--- src/rtl/cfgld_pkg.sv ---
package cfgld_pkg;

    localparam int BYTE_W       = 8;
    localparam int STN_BYTES    = 6;
    localparam int FIELD_CNT    = 2 + STN_BYTES;
    localparam int STEP_W       = $clog2(FIELD_CNT);
    localparam int SIZE_SHIFT   = 7;
    localparam int KB_W         = BYTE_W + SIZE_SHIFT;
    localparam int STN_W        = STN_BYTES * BYTE_W;
    localparam int IDX_W        = $clog2(STN_BYTES);

    typedef enum logic [1:0] {
        LD_IDLE = 2'd0,
        LD_REQ  = 2'd1,
        LD_WAIT = 2'd2
    } ld_state_e;

    typedef enum logic [1:0] {
        FLD_SPEED   = 2'd0,
        FLD_SIZE    = 2'd1,
        FLD_STATION = 2'd2
    } fld_kind_e;

    typedef struct packed {
        fld_kind_e          kind;
        logic [IDX_W-1:0]   idx;
    } fld_sel_t;

    typedef struct packed {
        logic               slow;
        logic [KB_W-1:0]    kb;
        logic [STN_W-1:0]   stn;
    } cfg_t;

    function automatic fld_sel_t step_to_field(input logic [STEP_W-1:0] step);
        fld_sel_t f;
        f.idx  = '0;
        if (step == STEP_W'(0)) begin
            f.kind = FLD_SPEED;
        end else if (step == STEP_W'(1)) begin
            f.kind = FLD_SIZE;
        end else begin
            f.kind = FLD_STATION;
            f.idx  = IDX_W'(step - STEP_W'(2));
        end
        return f;
    endfunction

    function automatic logic speed_is_slow(input logic [BYTE_W-1:0] b);
        return |b;
    endfunction

    function automatic logic [KB_W-1:0] scale_size(input logic [BYTE_W-1:0] b);
        return {b, {SIZE_SHIFT{1'b0}}};
    endfunction

endpackage

--- src/rtl/cfgld_seq.sv ---
module cfgld_seq
    import cfgld_pkg::*;
#(
    parameter int          ADDR_W    = 8,
    parameter logic [7:0]  SPEED_OFS = 8'h03,
    parameter logic [7:0]  SIZE_OFS  = 8'h05,
    parameter logic [7:0]  STN_BASE  = 8'h10
) (
    input  logic              clk,
    input  logic              rst,
    input  logic              start,
    input  logic              chip_ready,
    input  logic              rd_valid,
    output logic              rd_req,
    output logic [ADDR_W-1:0] rd_addr,
    output logic              clr,
    output logic              cap_en,
    output fld_sel_t          cap_sel,
    output logic              done
);

    localparam logic [STEP_W-1:0] LAST_STEP = STEP_W'(FIELD_CNT - 1);

    ld_state_e          st_q;
    logic [STEP_W-1:0]  step_q;
    logic               done_q;
    logic               accept;
    fld_sel_t           cur;

    assign accept  = (st_q == LD_IDLE) && start && chip_ready;
    assign clr     = accept;
    assign rd_req  = (st_q == LD_REQ);
    assign cur     = step_to_field(step_q);
    assign cap_en  = (st_q == LD_WAIT) && rd_valid;
    assign cap_sel = cur;
    assign done    = done_q;

    always_comb begin
        unique case (cur.kind)
            FLD_SPEED: rd_addr = ADDR_W'(SPEED_OFS);
            FLD_SIZE:  rd_addr = ADDR_W'(SIZE_OFS);
            default:   rd_addr = ADDR_W'(STN_BASE) + ADDR_W'(cur.idx);
        endcase
    end

    always_ff @(posedge clk) begin
        if (rst) begin
            st_q   <= LD_IDLE;
            step_q <= '0;
            done_q <= 1'b0;
        end else begin
            done_q <= 1'b0;
            unique case (st_q)
                LD_IDLE: begin
                    if (accept) begin
                        st_q   <= LD_REQ;
                        step_q <= '0;
                    end
                end
                LD_REQ: st_q <= LD_WAIT;
                LD_WAIT: begin
                    if (rd_valid) begin
                        if (step_q == LAST_STEP) begin
                            st_q   <= LD_IDLE;
                            done_q <= 1'b1;
                        end else begin
                            st_q   <= LD_REQ;
                            step_q <= step_q + STEP_W'(1);
                        end
                    end
                end
                default: st_q <= LD_IDLE;
            endcase
        end
    end

    assert_req_single_cycle_R4: assert property (@(posedge clk) disable iff (rst)
        rd_req |=> !rd_req);

    assert_done_single_cycle_R8: assert property (@(posedge clk) disable iff (rst)
        done |=> !done);

    assert_done_after_capture_R8: assert property (@(posedge clk) disable iff (rst)
        $rose(done) |-> $past(cap_en));

endmodule

--- src/rtl/cfgld_store.sv ---
module cfgld_store
    import cfgld_pkg::*;
(
    input  logic              clk,
    input  logic              rst,
    input  logic              clr,
    input  logic              cap_en,
    input  fld_sel_t          cap_sel,
    input  logic [BYTE_W-1:0] cap_data,
    output cfg_t              cfg
);

    logic            slow_q;
    logic [KB_W-1:0] kb_q;
    logic [STN_W-1:0] stn_w;

    always_ff @(posedge clk) begin
        if (rst || clr) begin
            slow_q <= 1'b0;
            kb_q   <= '0;
        end else if (cap_en) begin
            if (cap_sel.kind == FLD_SPEED) slow_q <= speed_is_slow(cap_data);
            if (cap_sel.kind == FLD_SIZE)  kb_q   <= scale_size(cap_data);
        end
    end

    for (genvar g = 0; g < STN_BYTES; g++) begin : g_stn
        logic [BYTE_W-1:0] b_q;
        always_ff @(posedge clk) begin
            if (rst || clr) begin
                b_q <= '0;
            end else if (cap_en && cap_sel.kind == FLD_STATION
                         && cap_sel.idx == IDX_W'(g)) begin
                b_q <= cap_data;
            end
        end
        assign stn_w[g*BYTE_W +: BYTE_W] = b_q;
    end

    assign cfg.slow = slow_q;
    assign cfg.kb   = kb_q;
    assign cfg.stn  = stn_w;

    assert_hold_without_capture_R9: assert property (@(posedge clk) disable iff (rst)
        (!cap_en && !clr) |=> ($stable(cfg.kb) && $stable(cfg.stn) && $stable(cfg.slow)));

endmodule

--- src/rtl/eeprom_cfg_loader.sv ---
module eeprom_cfg_loader
    import cfgld_pkg::*;
#(
    parameter int          ADDR_W    = 8,
    parameter logic [7:0]  SPEED_OFS = 8'h03,
    parameter logic [7:0]  SIZE_OFS  = 8'h05,
    parameter logic [7:0]  STN_BASE  = 8'h10
) (
    input  logic              clk,
    input  logic              rst,
    input  logic              start,
    input  logic              chip_ready,
    output logic              rd_req,
    output logic [ADDR_W-1:0] rd_addr,
    input  logic [7:0]        rd_data,
    input  logic              rd_valid,
    output logic              done,
    output logic [7:0]        rate_ctrl,
    output logic [14:0]       mem_kb,
    output logic [47:0]       station_addr
);

    logic     clr;
    logic     cap_en;
    fld_sel_t cap_sel;
    cfg_t     cfg;

    cfgld_seq #(
        .ADDR_W    (ADDR_W),
        .SPEED_OFS (SPEED_OFS),
        .SIZE_OFS  (SIZE_OFS),
        .STN_BASE  (STN_BASE)
    ) u_seq (
        .clk        (clk),
        .rst        (rst),
        .start      (start),
        .chip_ready (chip_ready),
        .rd_valid   (rd_valid),
        .rd_req     (rd_req),
        .rd_addr    (rd_addr),
        .clr        (clr),
        .cap_en     (cap_en),
        .cap_sel    (cap_sel),
        .done       (done)
    );

    cfgld_store u_store (
        .clk      (clk),
        .rst      (rst),
        .clr      (clr),
        .cap_en   (cap_en),
        .cap_sel  (cap_sel),
        .cap_data (rd_data),
        .cfg      (cfg)
    );

    assign rate_ctrl    = {7'b0, cfg.slow};
    assign mem_kb       = cfg.kb;
    assign station_addr = cfg.stn;

    assert_no_req_with_done_R4: assert property (@(posedge clk) disable iff (rst)
        done |-> !rd_req);

endmodule

--- config.mk ---
export PLATFORM = sky130hd
export DESIGN_NAME = eeprom_cfg_loader
export DESIGN_NICKNAME = d
export VERILOG_FILES = /design/src/rtl/cfgld_pkg.sv /design/src/rtl/cfgld_seq.sv /design/src/rtl/cfgld_store.sv /design/src/rtl/eeprom_cfg_loader.sv
export SDC_FILE = /design/constraint.sdc
export NUM_CORES = 1
export LEC_CHECK = 0
export ABC_AREA = 1
export BUFFER_PORTS_ARGS = -buffer_cell sky130_fd_sc_hd__buf_2
export CAP_MARGIN = 20
export CORE_MARGIN = 8
export CORE_UTILIZATION = 35
export CTS_CLUSTER_SIZE = 10
export DETAILED_ROUTE_END_ITERATION = 12
export MAX_ROUTING_LAYER = met4
export PLACE_DENSITY = 0.57
export SLEW_MARGIN = 20
export SYNTH_ARGS = -nofsm -noshare
export SYNTH_HDL_FRONTEND = slang
export SYNTH_SLANG_ARGS = --single-unit
export TNS_END_PERCENT = 20
--- constraint.sdc ---
create_clock -name clk -period 2 [get_ports clk]
set_clock_uncertainty 0.05 [all_clocks]
set_input_delay 0.1 -clock clk [delete_from_list [all_inputs] [get_ports clk]]
set_output_delay 0.1 -clock clk [all_outputs]
set_load 0.01 [all_outputs]
==> metrics.yaml <==
status: "finished clean"
fin_nets: 453
ys_seq_elements: 63
grt_util_met1_pct: 16.9
grtUsageMet2_pct: 21.2
placementRows: 32
synth_top_family_by_area: "simple AND/OR/NAND/NOR gates"
setup_violations: 0
yosysSeqAreaShare_pct: 45.4
worstReg2RegStart: "u_seq.step_q[0]$_SDFFE_PP0P_"
port_buffers: 75
cts.path.max_buffers: 2
initial_utilization_pct: 36.0
synth_fa_ha_area_share_pct: 1.80
htreeDepth: 3
clockPowerShare_pct: 44.3
netlist_area_sq_um: 2780
dieWidth_um: 105
grt_pass1_wl_mm: 12.0
internal_power_mw: 2.04
timing.critical_path.cells: "inv_1 -> ha_1 -> o21ai_0 -> buf_4 -> nand2_1 -> buf_2"
wl_mm: 7.64
via_count: 2548
grt_start_max_net_pins: 41
place.gp.congestion: 0.763
ff2ff_path_depth: 8
fmaxAchievable_mhz: 551
fp.dieH_um: 105
crit_slowest_cell: "dfxtp_2"
crit_required_ns: 1.85
synth_compound_area_share_pct: 10.6
holdCritPathClass: "input port to register"
wl_per_cell_um: 14.1
clk_pin_slew_ns: 0.07
worstPathArrival_ns: 1.67
crit_cells: 6
tns_ns: 0
grt_pass1_vias: 2426
synth_warnings: 0
top_usage_layer: "met2"
cts_buffers: 9
cts_tree: "built"
drt-vias-per-instance: 4.69
drt_pass1_iterations: 4
p_per_area_nw_per_um2: 805
leakage_nw: 1.52
timing.hold.ws_ns: 0.0534
antennaDiodeCount: 0
ff_latch_area_sq_um: 1260
p_switching_mw: 0.716
met3_usage_pct: 3.56
synth_cell_types: 23
rsz0062_at_grt: "false"
drcViolationCount: 0
drtIter0Drc: 97
drive_gt1_share_pct: 27.2
overflow: 0
endpoint_kind: "primary output"
seqPwrFrac_pct: 46.2
worstPathMaxFanout: 7
clkSinkCount: 63
pwr-share-comb_pct: 9.5
switching_share_pct: 26.0
synth.avg_cell_area_sq_um: 7.85
antenna_found_initial: 0
maxCapViolCount: 0
crit_start: "u_seq.step_q[0]$_SDFFE_PP0P_"
placed_cell_area_sq_um: 3170
synth_xor_area_share_pct: 0
final_area_sq_um: 3420
synthToLayoutAreaGrowth_pct: 23.0
ir_drop_mv: 0.338
finalMaxSlewViolations: 0
final_antenna_net_count: 0
pin_count: 94
cts_root_buf: "clkbuf_8"
hold_violations: 0
syn_inst: 354
grt.total_usage_pct: 13.7
coreArea_sq_um: 7730
holdPathStages: 3
worst_path_largest_cell_delay_ns: 0.39
hold_start: "rd_valid"
synthMuxAreaShare_pct: 0
path_buf_inv: 3
period_share_pct: 90.8
clock_latency_ns: 0.33
num-fill-cells: 799
total_power_mw: 2.75
period_minus_slack_ns: 1.82
start_kind: "register"
dp_hpwl_mm: 5.49
multi_input_area_sq_um: 1260
cpLargestDelayFamily: "buffers and inverters"
synth-simple-area-share_pct: 30.0
crit_type: "register to primary output"
dieArea_sq_um: 11100
## tightest hold or removal path: stages
cell and delay, ns:
buf_2 0.10, nor2_1 0.04, o21a_1 0.15
## registers in the layout, indices dropped and copies added, names as in the netlist
signal             count
u_store.g_stn.b_q     48
u_store.kb_q           8
u_seq.step_q           3
u_seq.st_q             2
u_seq.done             1
u_store.slow_q         1
## through the flow
stage               cells  utilization [%]  setup slack (ns)
detailed placement    525             41.0            0.0918
global route          543             44.3            0.0505
CTS                   542             44.0            0.0688
floorplan             371                -             0.166
finish                543             44.3             0.184
global placement      525             41.0             0.165
## final cells by class
| type | count | share of cell area [%] |
|---|---|---|
| Tap cell | 102 | 3.73 |
| Timing Repair Buffer | 85 | 13.2 |
| Multi-Input combinational cell | 254 | 37.0 |
| Sequential cell | 63 | 36.9 |
| Clock inverter | 7 | 2.85 |
| Inverter | 23 | 2.67 |
| Clock buffer | 9 | 3.62 |
## logic make-up (layout without fill, tap and decap cells)
logic type	Yosys count	after routing
AOI/OAI and AO/OA	58	58
adders and majority gates	4	4
buffers and inverters	55	124
DFF	63	63
other	1	18
and+or+nand+nor	173	174
## worst paths after layout
kind / end / slack (ns)
min reg2reg: u_store.g_stn[3].b_q[7]$_SDFFE_PP0P_ / 0.41
max reg2reg: u_store.g_stn[0].b_q[6]$_SDFFE_PP0P_ / 0.25
max: rd_addr[0] / 0.18
min: u_seq.st_q[1]$_SDFFE_PP0P_ / 0.05
## layout by cell type, fill, tap and decap left out
cell type	netlist	routed
clkinv_1	2	2
clkbuf_8	0	9
dfxtp_1	63	62
nand2_1	58	55
nand3_1	44	44
dlygate4sd3_1	0	1
nand3_2	2	2
clkinv_2	0	1
clkinv_4	0	2
o21ai_0	15	15
dfxtp_2	0	1
nor2_4	1	2
nand2_4	3	3
a21oi_1	41	41
nor2_8	1	1
conb_1	1	18
nand2_2	3	6
clkinvlp_4	0	2
inv_1	19	19
nor2_1	48	48
nand4_1	10	10
bufinv_16	0	2
o21a_1	2	2
inv_4	2	2
ha_1	4	4
nor3_4	3	3
buf_4	21	9
buf_2	1	75
## routing by layer
| layer | up-vias | part of all wire [%] |
|---|---|---|
| met4 | 0 | 0.90 |
| met3 | 8 | 7.7 |
| met2 | 86 | 45 |
| met1 | 1161 | 46 |
| met5 | - | 0 |
| li1 | 1293 | - |
## Yosys cell counts (all sizes together)
master / number / area [sq um]
nand4: 10 / 62.6
clkbuf: 4 / 15.0
ha: 4 / 50.1
nor3: 3 / 48.8
nand3: 46 / 240
clkinv: 2 / 7.51
inv: 21 / 83.8
nand2: 64 / 270
buf: 28 / 230
o21ai: 15 / 75.1
nor2: 50 / 211
dfxtp: 63 / 1260
o21a: 2 / 15.0
conb: 1 / 3.75
a21oi: 41 / 205
## timing repair
action                                  in CTS  in global routing
hold buffers                                 1                  0
resized for setup                            0                  4
hold endpoints to repair                     1                  0
endpoints found under the setup margin       0                 31
setup buffers                                0                  0
## power groups by stage
stage                     Combinational, mW  Clock, mW  Sequential (mW)
final                                 0.260       1.22             1.27
after global routing                  0.286       1.30             1.27
after CTS                             0.256       1.25             1.27
after detailed placement              0.255          0             1.30
after global placement                0.253          0             1.30
after floorplan                       0.197          0             1.30
Note: power is estimated with default switching activity, not from simulation.
